File: config.mk
export PLATFORM = sky130hd
export DESIGN_NAME = cond_class_decode
export DESIGN_NICKNAME = d
export VERILOG_FILES = /design/src/rtl/ccd_pkg.sv /design/src/rtl/ccd_cond_eval.sv /design/src/rtl/ccd_class_match.sv /design/src/rtl/cond_class_decode.sv
export SDC_FILE = /design/constraint.sdc
export NUM_CORES = 1
export LEC_CHECK = 0
export BUFFER_PORTS_ARGS = -buffer_cell sky130_fd_sc_hd__buf_2
export CAP_MARGIN = 0
export CORE_ASPECT_RATIO = 1.2
export CORE_MARGIN = 2
export CORE_UTILIZATION = 32
export DETAILED_ROUTE_END_ITERATION = 8
export SLEW_MARGIN = 20
export SYNTH_ARGS = -nofsm -noshare
export SYNTH_HDL_FRONTEND = slang
export SYNTH_SLANG_ARGS = --single-unit
File: constraint.sdc
create_clock -name clk_i -period 1.1 [get_ports clk_i]
set_input_delay 0.22 -clock clk_i [delete_from_list [all_inputs] [get_ports clk_i]]
set_output_delay 0.22 -clock clk_i [all_outputs]
set_load 0.05 [all_outputs]
File: src/rtl/ccd_pkg.sv
package ccd_pkg;
    localparam int INSN_W  = 32;
    localparam int FLAG_W  = 4;
    localparam int COND_W  = 4;
    localparam int BODY_W  = INSN_W - COND_W;
    localparam int CLS_N   = 14;
    localparam int VAR_W   = 3;

    localparam int CL_DP    = 0;
    localparam int CL_MUL   = 1;
    localparam int CL_MULL  = 2;
    localparam int CL_SWAP  = 3;
    localparam int CL_BX    = 4;
    localparam int CL_HALF  = 5;
    localparam int CL_SXFR  = 6;
    localparam int CL_UNDEF = 7;
    localparam int CL_BLK   = 8;
    localparam int CL_BR    = 9;
    localparam int CL_CPX   = 10;
    localparam int CL_CPD   = 11;
    localparam int CL_CPR   = 12;
    localparam int CL_SWI   = 13;

    localparam logic [COND_W-1:0] COND_RSVD = 4'hF;

    typedef logic [CLS_N-1:0] cls_vec_t;

    typedef struct packed {
        logic               vld;
        cls_vec_t           cls;
        logic               pass;
        logic               rsvd;
        logic               trap;
        logic [VAR_W-1:0]   vari;
    } dec_out_t;
endpackage

File: src/rtl/ccd_cond_eval.sv
module ccd_cond_eval
    import ccd_pkg::*;
(
    input  logic [COND_W-1:0] cond_i,
    input  logic [FLAG_W-1:0] flags_i,
    output logic              pass_o,
    output logic              rsvd_o
);
    logic fn, fz, fc, fv;
    logic base;

    assign fn = flags_i[3];
    assign fz = flags_i[2];
    assign fc = flags_i[1];
    assign fv = flags_i[0];

    // Even codes test a predicate; the odd neighbour tests its complement.
    always_comb begin
        unique case (cond_i[3:1])
            3'd0:    base = fz;
            3'd1:    base = fc;
            3'd2:    base = fn;
            3'd3:    base = fv;
            3'd4:    base = fc & ~fz;
            3'd5:    base = (fn == fv);
            3'd6:    base = ~fz & (fn == fv);
            default: base = 1'b1;
        endcase
    end

    assign rsvd_o = (cond_i == COND_RSVD);
    assign pass_o = (cond_i[3:1] == 3'd7) ? ~cond_i[0] : (base ^ cond_i[0]);
endmodule

File: src/rtl/ccd_class_match.sv
module ccd_class_match
    import ccd_pkg::*;
(
    input  logic [BODY_W-1:0] body_i,
    output cls_vec_t          cls_o,
    output logic [VAR_W-1:0]  vari_o
);
    logic bx_hit, swp_hit, mul_hit, mull_hit, gap_hit, hw_hit, low_rgn;
    cls_vec_t low_cls, up_cls;

    assign bx_hit   = (body_i[27:4] == 24'h12FFF1);
    assign swp_hit  = (body_i[27:23] == 5'b00010) && (body_i[21:20] == 2'b00)
                      && (body_i[11:4] == 8'h09);
    assign mul_hit  = (body_i[27:22] == 6'b000000) && (body_i[7:4] == 4'b1001);
    assign mull_hit = (body_i[27:23] == 5'b00001) && (body_i[7:4] == 4'b1001);
    assign gap_hit  = (body_i[27:24] == 4'b0000) && (body_i[7:4] == 4'b1101);
    assign hw_hit   = (body_i[27:25] == 3'b000) && body_i[7] && body_i[4]
                      && (body_i[22] || (body_i[11:8] == 4'b0000));
    assign low_rgn  = (body_i[27:26] == 2'b00);

    // Narrowest pattern first; the gap claims its words and emits nothing.
    always_comb begin
        low_cls = '0;
        if (bx_hit)        low_cls[CL_BX]   = 1'b1;
        else if (swp_hit)  low_cls[CL_SWAP] = 1'b1;
        else if (mul_hit)  low_cls[CL_MUL]  = 1'b1;
        else if (mull_hit) low_cls[CL_MULL] = 1'b1;
        else if (gap_hit)  low_cls          = '0;
        else if (hw_hit)   low_cls[CL_HALF] = 1'b1;
        else               low_cls[CL_DP]   = 1'b1;
    end

    always_comb begin
        up_cls = '0;
        unique case (body_i[27:25])
            3'b010:  up_cls[CL_SXFR] = 1'b1;
            3'b011:  begin
                if (body_i[4]) up_cls[CL_UNDEF] = 1'b1;
                else           up_cls[CL_SXFR]  = 1'b1;
            end
            3'b100:  up_cls[CL_BLK] = 1'b1;
            3'b101:  up_cls[CL_BR]  = 1'b1;
            3'b110:  up_cls[CL_CPX] = 1'b1;
            3'b111:  begin
                if (body_i[24])     up_cls[CL_SWI] = 1'b1;
                else if (body_i[4]) up_cls[CL_CPR] = 1'b1;
                else                up_cls[CL_CPD] = 1'b1;
            end
            default: up_cls = '0;
        endcase
    end

    assign cls_o = low_rgn ? low_cls : up_cls;

    always_comb begin
        vari_o = '0;
        if (cls_o[CL_HALF])      vari_o = {body_i[22], body_i[6], body_i[5]};
        else if (cls_o[CL_SWAP]) vari_o = {2'b00, body_i[22]};
        else if (cls_o[CL_BR])   vari_o = {2'b00, body_i[24]};
    end
endmodule

File: src/rtl/cond_class_decode.sv
module cond_class_decode
    import ccd_pkg::*;
(
    input  logic              clk_i,
    input  logic              rst_ni,
    input  logic              valid_i,
    input  logic [INSN_W-1:0] insn_i,
    input  logic [FLAG_W-1:0] flags_i,
    output logic              valid_o,
    output logic [CLS_N-1:0]  class_o,
    output logic              cond_pass_o,
    output logic              cond_rsvd_o,
    output logic              undef_trap_o,
    output logic [VAR_W-1:0]  variant_o
);
    logic             pass_w, rsvd_w;
    cls_vec_t         cls_w;
    logic [VAR_W-1:0] vari_w;
    dec_out_t         out_d, out_q;

    ccd_cond_eval u_cond (
        .cond_i  (insn_i[INSN_W-1 -: COND_W]),
        .flags_i (flags_i),
        .pass_o  (pass_w),
        .rsvd_o  (rsvd_w)
    );

    ccd_class_match u_match (
        .body_i (insn_i[BODY_W-1:0]),
        .cls_o  (cls_w),
        .vari_o (vari_w)
    );

    always_comb begin
        out_d = '0;
        if (valid_i) begin
            out_d.vld  = 1'b1;
            out_d.cls  = cls_w;
            out_d.pass = pass_w;
            out_d.rsvd = rsvd_w;
            out_d.trap = cls_w[CL_UNDEF] & pass_w;
            out_d.vari = vari_w;
        end
    end

    always_ff @(posedge clk_i or negedge rst_ni) begin
        if (!rst_ni) out_q <= '0;
        else         out_q <= out_d;
    end

    assign valid_o      = out_q.vld;
    assign class_o      = out_q.cls;
    assign cond_pass_o  = out_q.pass;
    assign cond_rsvd_o  = out_q.rsvd;
    assign undef_trap_o = out_q.trap;
    assign variant_o    = out_q.vari;
endmodule

==> out/metrics.yaml <==
outcome: "completed"
ios: 60
slew_headroom: 0.697
grt_max_degree: 22
regArea_um2: 526
whs_ns: 0.134
core_area_um2: 3060
finalMaxSlewViolations: 0
path_max_fanout: 1
hold_depth: 3
end_kind: "output pin"
min_from: "insn_i[31]"
hp-class: "in -> reg"
die_x_um: 55.7
synth_ff_type: "dfrtp_1"
synth_adder_area_share: 0
setup_viol: 0
synthCells: 95
dr_wl_met3_um: 162
synth_edf_count: 0
hpwl_um: 2200
max-vdd-ir-drop_mv: 0.668
grt_usage: 0.171
cts_htree_levels: 1
yosysUniqueCellTypes: 34
p_per_area_nw_per_um2: 901
ys_seq_area_frac: 0.512
syn_area_um2: 1030
synth_top_family_by_area: "simple AND/OR/NAND/NOR gates"
dr_total_vias: 1033
syn_to_final_growth_pct: 63.7
die_height_um: 66.1
synth-compound-area-share: 0.0840
drt_pass1_iterations: 4
setup_slack_ns: 0.0143
die-area_um2: 3680
root_buffer: "clkbuf_4"
hold_viol_final: 0
start_kind: "flop"
stdcell_count: 211
drt-initial-drc-count: 20
cp_top_family: "flip-flops"
fmax_mhz: 921
path_class: "reg -> out"
drive_above_1_share: 0.514
numClockSinks: 21
worst_pin_slew_ns: 0.455
cap_violations: 0
num_antenna_cells: 0
post-cts-setup-buffers: 0
n_fill_cell: 268
nNetsFinal: 215
wl_met2_um: 1470
numCtsBuffers: 3
yosys.area_share.xor_xnor: 0.00853
syn_avg_cell_area_um2: 10.8
grt_overflow: 0
crit_path_start: "class_o[11]$_DFF_PN0_"
drc: 0
wl_met1_um: 974
multiInputGateArea_um2: 484
post-route-util: 0.550
grt_pass1_vias: 1095
cp_slowest_cell: "dfrtp_1"
holdPathEnd: "cond_rsvd_o$_DFF_PN0_"
top_layer: "met4"
synthMuxAreaShare: 0.0414
arrival_ns: 0.87
placementRows: 22
period_share: 0.987
ant_nets: 0
pre_cts_slack_ns: -0.265
period_needed_ns: 1.09
antenna_found_initial: 0
ys_seq_elements: 21
grt_first_pass_wirelength_um: 4720
crit_buf_inv: 1
start_util: 0.336
cts_buffer_depth: 2
cpPeakStageDelay_ns: 0.40
async_reset_ff_frac: 1.00
finalWirelength_um: 2680
path_cells: "buf_6"
synth.net_count: 134
synth_warnings: 0
cts_tree: "done"
dp_cells: 206
required_ns: 0.88
rsz0062_at_grt: "yes"
path_clk_slew_ns: 0.11
gp_congestion: 0.847
wire_per_inst_um: 12.7
io_buffers: 55
synth-simple-area-share: 0.324
p_leak_nw: 0.828
routed_via_density: 4.90
power.total_mw: 1.52
[per-stage QoR]
step,cell area (um2),setup TNS [ns]
after floorplan,1030,-0.0615
after global placement,1500,-1.83
after detailed placement,1500,-2.18
after CTS,1650,0
after global routing,1680,-0.115
final,1680,0
[power by group]
part / switching (mW) / total (mW) / internal (mW)
Clock: 0.221 / 0.363 / 0.142
Sequential: 0.00673 / 0.793 / 0.786
Combinational: 0.193 / 0.360 / 0.168
[repair_timing]
item,4_1_cts,5_1_grt
endpoints found under the setup margin,21,22
gates resized for setup,37,7
hold buffers,1,0
endpoints found under the hold margin,21,0
[placed cells by master, fill, tap and decap left out, types with 2 or more instances in the layout]
cell type,instances
mux2i_1,2
nor3_1,5
nand2_1,10
buf_4,22
buf_6,21
dfrtp_1,21
nor3b_1,3
nor2b_1,2
nand2b_1,3
nand3b_1,2
nor2_1,9
nand3_1,2
buf_2,34
nor4_1,2
o41ai_1,2
nor4b_2,2
and2_1,2
nand4_1,3
inv_1,5
clkbuf_4,3
[registers in the layout (all words and copies together) (netlist names)]
signal,cells
class_o,14
variant_o,3
cond_pass_o,1
cond_rsvd_o,1
undef_trap_o,1
valid_o,1
[synthesized netlist by cell type (all sizes together) (2+ instances only)]
cell type,number,area (um2)
o21bai,2,18.8
nand3b,2,15.0
nor2b,2,12.5
inv,5,18.8
nor2,9,33.8
buf,2,12.5
dfrtp,21,526
nand2b,3,18.8
nand2,10,37.5
o41ai,2,17.5
nor4,4,37.5
and2,2,12.5
nand3,2,10.0
nor3,7,46.3
nand4,3,18.8
nor4b,2,30.0
mux2i,2,20.0
and4,2,18.8
nor3b,3,22.5
[logic make-up after synthesis]
| kind of cell | after synthesis |
|---|---|
| flip-flops | 21 |
| AND/OR/NAND/NOR | 53 |
| XOR/XNOR | 1 |
| AO/OA/AOI/OAI | 10 |
| multiplexers | 3 |
| buffers and inverters | 7 |
[worst max path at each step]
stage                        endpoint  slack, ns  cells past startpoint
2_1_floorplan   cond_pass_o$_DFF_PN0_      -0.03                      4
3_3_place_gp    cond_pass_o$_DFF_PN0_      -0.20                      5
3_5_place_dp   variant_o[1]$_DFF_PN0_      -0.27                      5
4_1_cts                   class_o[13]     0.0007                      1
5_1_grt                   class_o[11]      -0.02                      1
6_report                  class_o[11]       0.01                      1
[layout make-up]
class | count | area share
Timing Repair Buffer | 78 | 0.346
Sequential cell | 21 | 0.313
Multi-Input combinational cell | 67 | 0.288
Tap cell | 36 | 0.0268
Clock buffer | 4 | 0.0156
Inverter | 5 | 0.0112
[routing by layer]
metal  track usage  vias to the layer above
li1              -                      506
met1         0.176                      481
met2         0.324                       42
met3        0.0235                        4
met4         0.110                        0
met5             0                        -
(Power assumes the default switching activity.)
